File: config.mk
export PLATFORM = sky130hd
export DESIGN_NAME = phase_step_pacer
export DESIGN_NICKNAME = d
export VERILOG_FILES = /design/src/rtl/pacer_pkg.sv /design/src/rtl/pacer_dir.sv /design/src/rtl/pacer_gap_timer.sv /design/src/rtl/pacer_handshake.sv /design/src/rtl/pacer_step_count.sv /design/src/rtl/phase_step_pacer.sv
export SDC_FILE = /design/constraint.sdc
export NUM_CORES = 1
export LEC_CHECK = 0
export ABC_AREA = 0
export BUFFER_PORTS_ARGS = -buffer_cell sky130_fd_sc_hd__buf_2
export CAP_MARGIN = 20
export CORE_ASPECT_RATIO = 1.75
export CORE_MARGIN = 2
export CORE_UTILIZATION = 55
export CTS_BUF_LIST = sky130_fd_sc_hd__clkbuf_4
export CTS_CLUSTER_SIZE = 8
export DETAILED_ROUTE_END_ITERATION = 16
export PLACE_DENSITY = 0.8
export SLEW_MARGIN = 15
export SYNTH_ARGS = -nofsm -noshare
export SYNTH_HDL_FRONTEND = slang
export SYNTH_SLANG_ARGS = --single-unit
File: constraint.sdc
create_clock -name clk -period 2.4 [get_ports clk]
set_input_delay 0.48 -clock clk [delete_from_list [all_inputs] [get_ports clk]]
set_output_delay 0.48 -clock clk [all_outputs]
set_load 0.005 [all_outputs]
File: src/rtl/pacer_pkg.sv
package pacer_pkg;
  typedef enum logic {
    ST_GAP  = 1'b0,
    ST_WAIT = 1'b1
  } hs_state_t;
endpackage

File: src/rtl/pacer_dir.sv
module pacer_dir #(
  parameter int FILL_W    = 8,
  parameter int WATERMARK = 128
) (
  input  logic [FILL_W-1:0] fill,
  input  logic [FILL_W-1:0] band,
  output logic              want_step,
  output logic              want_up
);
  localparam int CW = FILL_W + 1;
  localparam logic [CW-1:0] WM = CW'(WATERMARK);

  logic [CW-1:0] fill_x, band_x, upper, fill_plus;
  logic          above, below;

  always_comb begin
    fill_x    = {1'b0, fill};
    band_x    = {1'b0, band};
    upper     = WM + band_x;
    fill_plus = fill_x + band_x;
    above     = fill_x > upper;
    below     = fill_plus < WM;
    want_up   = above;
    want_step = above | below;
  end
endmodule

File: src/rtl/pacer_gap_timer.sv
module pacer_gap_timer #(
  parameter int GAP_W = 8
) (
  input  logic             clk,
  input  logic             rst_n,
  input  logic             run,
  input  logic             load,
  input  logic [GAP_W-1:0] load_val,
  output logic             expired
);
  logic [GAP_W-1:0] cnt_q, cnt_d;
  logic             cnt_en;

  always_comb begin
    cnt_en = 1'b0;
    cnt_d  = cnt_q;
    if (load) begin
      cnt_en = 1'b1;
      cnt_d  = load_val;
    end else if (run && cnt_q > GAP_W'(1)) begin
      cnt_en = 1'b1;
      cnt_d  = cnt_q - GAP_W'(1);
    end
  end

  always_ff @(posedge clk or negedge rst_n) begin
    if (!rst_n)      cnt_q <= '0;
    else if (cnt_en) cnt_q <= cnt_d;
  end

  assign expired = (cnt_q <= GAP_W'(1));

  a_r6_gap_held: assert property (@(posedge clk) disable iff (!rst_n)
    (!load && !run) |=> $stable(cnt_q));
endmodule

File: src/rtl/pacer_handshake.sv
module pacer_handshake
  import pacer_pkg::*;
#(
  parameter int TMO_CYC = 32
) (
  input  logic clk,
  input  logic rst_n,
  input  logic want_step,
  input  logic want_up,
  input  logic gap_expired,
  input  logic gap_cfg_zero,
  input  logic ps_done,
  output logic ps_en,
  output logic ps_incdec,
  output logic waiting,
  output logic gap_load,
  output logic ack_valid,
  output logic ack_up,
  output logic timeout
);
  localparam int WC_W = (TMO_CYC > 1) ? $clog2(TMO_CYC) : 1;
  localparam logic [WC_W-1:0] WC_LAST = WC_W'(TMO_CYC - 1);

  hs_state_t       st_q, st_d;
  logic [WC_W-1:0] wc_q, wc_d;
  logic            en_q, en_d, dir_q, dir_d, tmo_q, tmo_d;

  always_comb begin
    st_d     = st_q;
    wc_d     = wc_q;
    en_d     = 1'b0;
    dir_d    = dir_q;
    tmo_d    = tmo_q;
    gap_load = 1'b0;
    unique case (st_q)
      ST_GAP: begin
        if (gap_expired && want_step) begin
          en_d  = 1'b1;
          dir_d = want_up;
          wc_d  = '0;
          st_d  = ST_WAIT;
        end
      end
      ST_WAIT: begin
        if (ps_done) begin
          if (gap_cfg_zero && want_step) begin
            en_d  = 1'b1;
            dir_d = want_up;
            wc_d  = '0;
          end else begin
            st_d     = ST_GAP;
            gap_load = 1'b1;
          end
        end else if (wc_q == WC_LAST) begin
          tmo_d    = 1'b1;
          st_d     = ST_GAP;
          gap_load = 1'b1;
        end else begin
          wc_d = wc_q + WC_W'(1);
        end
      end
      default: st_d = ST_GAP;
    endcase
  end

  always_ff @(posedge clk or negedge rst_n) begin
    if (!rst_n) begin
      st_q  <= ST_GAP;
      wc_q  <= '0;
      en_q  <= 1'b0;
      dir_q <= 1'b0;
      tmo_q <= 1'b0;
    end else begin
      st_q  <= st_d;
      wc_q  <= wc_d;
      en_q  <= en_d;
      dir_q <= dir_d;
      tmo_q <= tmo_d;
    end
  end

  assign ps_en     = en_q;
  assign ps_incdec = dir_q;
  assign waiting   = (st_q == ST_WAIT);
  assign ack_valid = waiting && ps_done;
  assign ack_up    = dir_q;
  assign timeout   = tmo_q;

  a_r2_single_pulse: assert property (@(posedge clk) disable iff (!rst_n)
    ps_en |=> !ps_en);
  a_r2_no_overlap: assert property (@(posedge clk) disable iff (!rst_n)
    ps_en |-> (!$past(waiting) || $past(ps_done)));
  a_r3_dir_hold: assert property (@(posedge clk) disable iff (!rst_n)
    (waiting && !ps_done) |=> $stable(ps_incdec));
  a_r8_tmo_sticky: assert property (@(posedge clk) disable iff (!rst_n)
    timeout |=> timeout);
endmodule

File: src/rtl/pacer_step_count.sv
module pacer_step_count #(
  parameter int NET_W = 16
) (
  input  logic                    clk,
  input  logic                    rst_n,
  input  logic                    ack_valid,
  input  logic                    ack_up,
  output logic signed [NET_W-1:0] net
);
  logic signed [NET_W-1:0] net_q, net_d;

  always_comb begin
    net_d = ack_up ? net_q + NET_W'(1) : net_q - NET_W'(1);
  end

  always_ff @(posedge clk or negedge rst_n) begin
    if (!rst_n)         net_q <= '0;
    else if (ack_valid) net_q <= net_d;
  end

  assign net = net_q;

  a_r7_unit_move: assert property (@(posedge clk) disable iff (!rst_n)
    ack_valid |=> (net_q == $past(net_q) + NET_W'(1) || net_q == $past(net_q) - NET_W'(1)));
  a_r9_no_spurious: assert property (@(posedge clk) disable iff (!rst_n)
    !ack_valid |=> $stable(net_q));
endmodule

File: src/rtl/phase_step_pacer.sv
module phase_step_pacer #(
  parameter int FILL_W  = 8,
  parameter int GAP_W   = 8,
  parameter int NET_W   = 16,
  parameter int TMO_CYC = 32
) (
  input  logic              clk,
  input  logic              rst_n,
  input  logic [FILL_W-1:0] fill_level,
  input  logic [FILL_W-1:0] dead_band,
  input  logic [GAP_W-1:0]  idle_gap,
  input  logic              ps_done,
  output logic              ps_en,
  output logic              ps_incdec,
  output logic [NET_W-1:0]  net_steps,
  output logic              ack_timeout
);
  localparam int WATERMARK = 1 << (FILL_W - 1);

  logic rst_s1, rst_s2;
  always_ff @(posedge clk or negedge rst_n) begin
    if (!rst_n) begin
      rst_s1 <= 1'b0;
      rst_s2 <= 1'b0;
    end else begin
      rst_s1 <= 1'b1;
      rst_s2 <= rst_s1;
    end
  end

  logic want_step, want_up, gap_expired, waiting, gap_load, ack_valid, ack_up;
  logic signed [NET_W-1:0] net;

  pacer_dir #(.FILL_W(FILL_W), .WATERMARK(WATERMARK)) u_dir (
    .fill(fill_level), .band(dead_band),
    .want_step(want_step), .want_up(want_up)
  );

  pacer_gap_timer #(.GAP_W(GAP_W)) u_gap (
    .clk(clk), .rst_n(rst_s2), .run(!waiting), .load(gap_load),
    .load_val(idle_gap), .expired(gap_expired)
  );

  pacer_handshake #(.TMO_CYC(TMO_CYC)) u_hs (
    .clk(clk), .rst_n(rst_s2), .want_step(want_step), .want_up(want_up),
    .gap_expired(gap_expired), .gap_cfg_zero(idle_gap == '0),
    .ps_done(ps_done), .ps_en(ps_en), .ps_incdec(ps_incdec),
    .waiting(waiting), .gap_load(gap_load), .ack_valid(ack_valid),
    .ack_up(ack_up), .timeout(ack_timeout)
  );

  pacer_step_count #(.NET_W(NET_W)) u_cnt (
    .clk(clk), .rst_n(rst_s2), .ack_valid(ack_valid), .ack_up(ack_up),
    .net(net)
  );

  assign net_steps = net;

  a_r1_quiet_in_reset: assert property (@(posedge clk)
    !rst_s2 |=> !ps_en);
endmodule

# Yosys cells after proc, flatten, opt, wreduce, memory -nomap -nowiden

Cells that the tools add are included.

Register bits after elaboration: 35
Bits of input ports: 27
Output and inout bits: 19
Logic and storage cells: 64

Add/subtract/negate cells: 6
Magnitude comparators: 4
Eq/ne operators: 6
Multiplexer cells: 25
Bitwise logic cells: 3
Reductions and logical operators: 11

Operator list:

| operator                                                       | number |
|---|---|
| 2-to-1 mux 5 bit                                               | 4 |
| adder 16 x 2 -> 16 bit, second input constant                  | 1 |
| 2-to-1 mux 16 bit                                              | 1 |
| 2-to-1 mux 8 bit                                               | 2 |
| subtractor 16 x 2 -> 16 bit, second input constant             | 1 |
| 2-to-1 mux 1 bit                                               | 14 |
| case mux 5 bit (2 select lines)                                | 1 |
| adder 8 x 8 -> 9 bit                                           | 1 |
| adder 8 x 8 -> 9 bit, first input constant                     | 1 |
| > comparator 8 x 9 -> 1 bit                                    | 1 |
| less-than comparator 9 x 8 -> 1 bit, second input constant     | 1 |
| AND reduction 3 bit                                            | 3 |
| > comparator 8 x 1 -> 1 bit, second input constant             | 1 |
| less-or-equal comparator 8 x 1 -> 1 bit, second input constant | 1 |
| zero test 8 bit                                                | 1 |
| subtractor 8 x 1 -> 8 bit, second input constant               | 1 |
| inequality test 3 bit, second input constant                   | 2 |
| case mux 1 bit (2 select lines)                                | 3 |
| adder 5 x 1 -> 5 bit, second input constant                    | 1 |
| equality test 5 bit, second input constant                     | 1 |
| logical AND 1 bit                                              | 4 |
| inequality test 2 bit, second input constant                   | 2 |
| inequality test 2 x 1 -> 1 bit, second input constant          | 1 |
| inverter 1 bit                                                 | 2 |
| 4 further kinds                                                | 4 |

# Longest topological paths before layout

Depth in word-level cells: 9
Mapped depth: 10
Gate-level depth less buffers: 9

# Cells and area by module

Synthesis repeated with hierarchy kept, for this count alone.

Cells, all modules: 295
Area, all modules: 2802.7 um^2

By module, submodules not included:

| module           | times used | cells an instance | area each (um^2) |
|---|---|---|---|
| pacer_step_count | 1          | 123               | 1290.0 |
| pacer_gap_timer  | 1          | 61                | 533.0 |
| pacer_handshake  | 1          | 45                | 461.7 |
| pacer_dir        | 1          | 59                | 441.7 |
| phase_step_pacer | 1          | 7                 | 76.3 |

# Least setup slack after synthesis

Ideal clock, no wire load.

Path kind: register -> register
Start: register u_hs.dir_q (netlist: u_hs.ack_up)
End: register u_cnt.net_q[8] (netlist: u_cnt.net[8])
Data arrival time: 2.304 ns
Required time: 2.265 ns
Slack: -0.038 ns
Stages on the path, launching flop included: 10
Clock period less this slack: 2.438 ns
Cells stage by stage: dfrtp_1 inv_1 ha_1 a21o_1 a21o_1 a21o_1 a211o_1 a31oi_1 xor2_1 o21ai_0

Word-level cells in the longest chain between the ends: 1

Ends and longest elaborated chain:

| item                     | RTL line               | RTL |
|---|---|---|
| start: declaration       | pacer_handshake.sv:26  | `logic en_q, en_d, dir_q, dir_d, tmo_q, tmo_d;` |
| start signal: assignment | pacer_handshake.sv:77  | `dir_q <= dir_d;` |
| 2-to-1 mux 16 bit        | pacer_step_count.sv:13 | `net_d = ack_up ? net_q + NET_W'(1) : net_q - NET_W'(1);` |
| end signal: assignment   | pacer_step_count.sv:18 | `else if (ack_valid) net_q <= net_d;` |
| end: declaration         | pacer_step_count.sv:10 | `logic signed [NET_W-1:0] net_q, net_d;` |

Every way passes these cells.
A chain may end at the register's enable or synchronous reset.

# Final worst setup path

Start: register u_hs.dir_q (netlist: u_hs.ack_up)
End: register u_cnt.net_q[15] (netlist: u_cnt.net[15])

Same word-level chain as after synthesis.

==> summary.txt <==
Result of the run - finished, violations left
Violated checks - setup timing
Drt via density - 5.675
CTS clk-pin slew, worst paths - 0.11 ns
Synth warn - 0
Count of buffers from port buffering - 45
Post-Syn Nets - 349
Clock tree buffer depth - 2
Global-route total usage across every layer - 22.35%
Htree depth - 2
Flop pwr share - 29.7%
Hold Vio Cnt, Final - 0
Yosys cell types - 44
Pin count of the biggest net entering global routing - 21
Initial antenna violation count - 0
Placement row count - 32
Sort of element at the end of the critical path - flip-flop
Met3 wirelength from detailed routing - 179 um
Max Clock Skew - 0.01272 ns
Initial standard-cell utilization of the core - 57.24%
Worst path arrival time - 2.68 ns
Mapped Avg Cell Area - 8.863 sq um
Register bit count reported by yosys - 35
Clock network fraction of design power - 9.7%
Final wirelength - 5851 um
FFs w/ async S/R, synth - 100.0%
Final worst path period need - 2.416 ns
First-pass iteration count of the detailed router - 4
Net Sw Power - 1355 uW
Sum of routed wire segments on met1 - 2234 um
Commonest cells after routing, fill and taps aside - buf_2, nand2_1, buf_4
Number of nets in the finished design - 438
Root Driver - clkbuf_4
Main synth FF type - dfrtp_1
CTS tree - done
Mapped Area - 0.002544 sq mm
Final setup margin - -0.01570 ns
HPWL after DPL - 4609 um
Number of synthesized flops with an enable pin - 0
Post-synthesis sequential area ratio - 34.43%
Power density over the cells - 1005 mW/mm^2
Top-Level Pins - 46
Post-route total power - 3290 uW
Startpoint class of the critical path - flip-flop
Number of maximum-capacitance constraint violations - 0
Die Area - 0.005207 sq mm
Die height - 93.97 um
Pint - 1935 uW
FMAX - 414.0 MHz
Placeable Area - 0.004444 sq mm
Most common cell after layout, fill and taps aside - buf_2
Via count - 2,429
Worst R2R Start - u_hs.ack_up$_DFFE_PN0P_
Unrepaired setup endpoints after global routing - true
Final worst path period share - 100.7%
Number of max-slew violations in the final report - 0
Number of standard cells after synthesis - 287
Largest fanout on the critical path - 11
Worst slew margin relative to its limit - 60.66%
Vias in the first global route - 2,338
Data required, critical path - 2.67 ns
Reg-to-reg endpoint - u_cnt.net[15]$_DFFE_PN0P_
Reported leakage power - 0.001706 uW
Combinational fraction of design power - 60.6%
R2R depth - 11
VDD IR-drop max - 0.8123 mV
Final setup violation count - 2
First-pass GRT wire length - 9453 um
Top Metal Used - met4
DRC violation count after routing - 0
DRC violation total after the first TritonRoute iteration - 82
Slack of the worst reg-to-reg path - -0.02 ns
Sw Share - 41.19%
Global placement routability congestion - 0.8500
Worst slack at placement - -0.2463 ns
Transition time of the tightest slew-check pin - 0.5901 ns
Synthesis-to-layout area growth - 28.63%
Antenna violation net count after detailed routing - 0
Share of post-route cells with drive strength above 1 - 29.18%
Number of buffers added by the clock tree synthesis step - 5
Number of antenna diodes - 0
Worst Hold Class - flip-flop to async pin
Fill cell total of the finished layout - 333
Wire per inst - 13.67 um
GRT overflow - 0
Sum of met2 wire segment lengths after detailed routing - 3339 um
DIE WIDTH - 55.41 um
CTS sink count - 35
Source-to-sink clock delay at the later pin of the worst-skew pair - 0.34 ns
Kind of critical path - flip-flop to flip-flop
-- worst max-delay path, stage by stage, from the launching register on --
cell,delay [ns]
dfrtp_1,0.41
clkinvlp_4,0.13
buf_12,0.16
ha_1,0.21
buf_4,0.16
a21oi_2,0.13
o21ai_0,0.13
nor3_2,0.24
a211oi_2,0.11
or3_1,0.34
a21oi_2,0.15
xor2_1,0.17
-- flip-flops by register name (all words and copies together), names as in the netlist --
register and cells:
u_cnt.net 16, u_gap.cnt_q 8, u_hs.wc_q 5, rst_s1 1, rst_s2 1, u_hs.ack_up 1, u_hs.ps_en 1, u_hs.timeout 1
u_hs.waiting 1
-- stage by stage --
step           area, sq um  hold slack [ns]  utilization (%)  cells   TNS, ns
3_5_place_dp          3118           0.2531            70.16    414   -0.6573
3_3_place_gp          3118           0.2510            70.16    414   -0.2592
4_1_cts               3213           0.2655            72.30    425  -0.02060
5_1_grt               3272           0.2951            73.62    428   -0.4887
6_report              3272           0.2478            73.62    428  -0.02438
2_1_floorplan         2562           0.1844                -    287         0
-- layer usage --
layer | track usage [%] | vias to the layer above
li1 | - | 1196
met1 | 22.17 | 1159
met2 | 45.83 | 63
met3 | 3.168 | 11
met4 | 7.114 | 0
met5 | 0 | -
-- cell usage after synthesis (all sizes together) (3+ instances only) --
cell / n / area share [%]
or4: 4 / 1.2
o21ai: 32 / 6.3
a211oi: 5 / 1.7
dfrtp: 35 / 34
a21oi: 20 / 3.9
xor2: 10 / 3.4
a21o: 11 / 3.2
nand3: 4 / 0.79
clkbuf: 5 / 0.74
nor3: 5 / 0.98
nand2: 42 / 6.2
nor2b: 3 / 0.74
xnor2: 10 / 3.4
inv: 17 / 2.5
nand2b: 4 / 0.98
o31ai: 3 / 0.89
nor2: 10 / 1.5
ha: 34 / 17
-- worst max-delay path by stage --
| stage | start | endpoint | slack, ns | cells after the start |
|---|---|---|---|---|
| floorplan | u_hs.ack_up$_DFFE_PN0P_ | u_cnt.net[8]$_DFFE_PN0P_ | 0.008 | 9 |
| global placement | fill_level[1] | u_gap.cnt_q[7]$_DFFE_PN0P_ | -0.16 | 9 |
| finish | u_hs.ack_up$_DFFE_PN0P_ | u_cnt.net[15]$_DFFE_PN0P_ | -0.02 | 11 |
| global route | u_hs.ack_up$_DFFE_PN0P_ | u_cnt.net[8]$_DFFE_PN0P_ | -0.13 | 10 |
| detailed placement | fill_level[1] | u_gap.cnt_q[7]$_DFFE_PN0P_ | -0.25 | 9 |
| CTS | u_hs.ack_up$_DFFE_PN0P_ | u_cnt.net[8]$_DFFE_PN0P_ | -0.02 | 10 |
-- cells by family (layout without fill, tap and decap cells) --
| logic type | after synthesis | in the layout | share of synthesized area, % |
|---|---|---|---|
| and+or+nand+nor | 85 | 85 | 15.69 |
| xor gates and xnor gates | 20 | 20 | 6.886 |
| DFF | 35 | 35 | 34.43 |
| muxes | 2 | 2 | 0.8853 |
| buffers and inverters | 23 | 113 | 3.443 |
| adders and majority gates | 35 | 35 | 17.51 |
| AOI/OAI and AO/OA | 86 | 86 | 21.00 |
| other | 1 | 1 | 0.1474 |
-- timing repair --
item                                    in CTS  in global routing
hold endpoints to repair                     2                  0
resized for setup                            3                  8
setup buffers                                2                  3
pin swaps                                    3                  4
hold buffers                                 1                  0
endpoints found under the setup margin       4                  7
-- power by group through the flow --
stage,registers (uW),logic (uW),clock network [uW]
floorplan,966,1160,0
global placement,972,1780,0
detailed placement,986,1850,0
CTS,977,1910,324
global route,1010,2200,341
finish,978,1990,319
-- area by class of cell --
class	count	area, sq um	share of cell area (%)
clock buffer	6	45.04	1.377
clock inverter	2	7.507	0.2294
inverter	17	67.56	2.065
multi-input combinational	229	1649	50.40
sequential	35	875.8	26.77
tap	51	63.81	1.950
timing repair buffer	88	563.0	17.21
No activity file was read; power rests on OpenSTA's default activity.
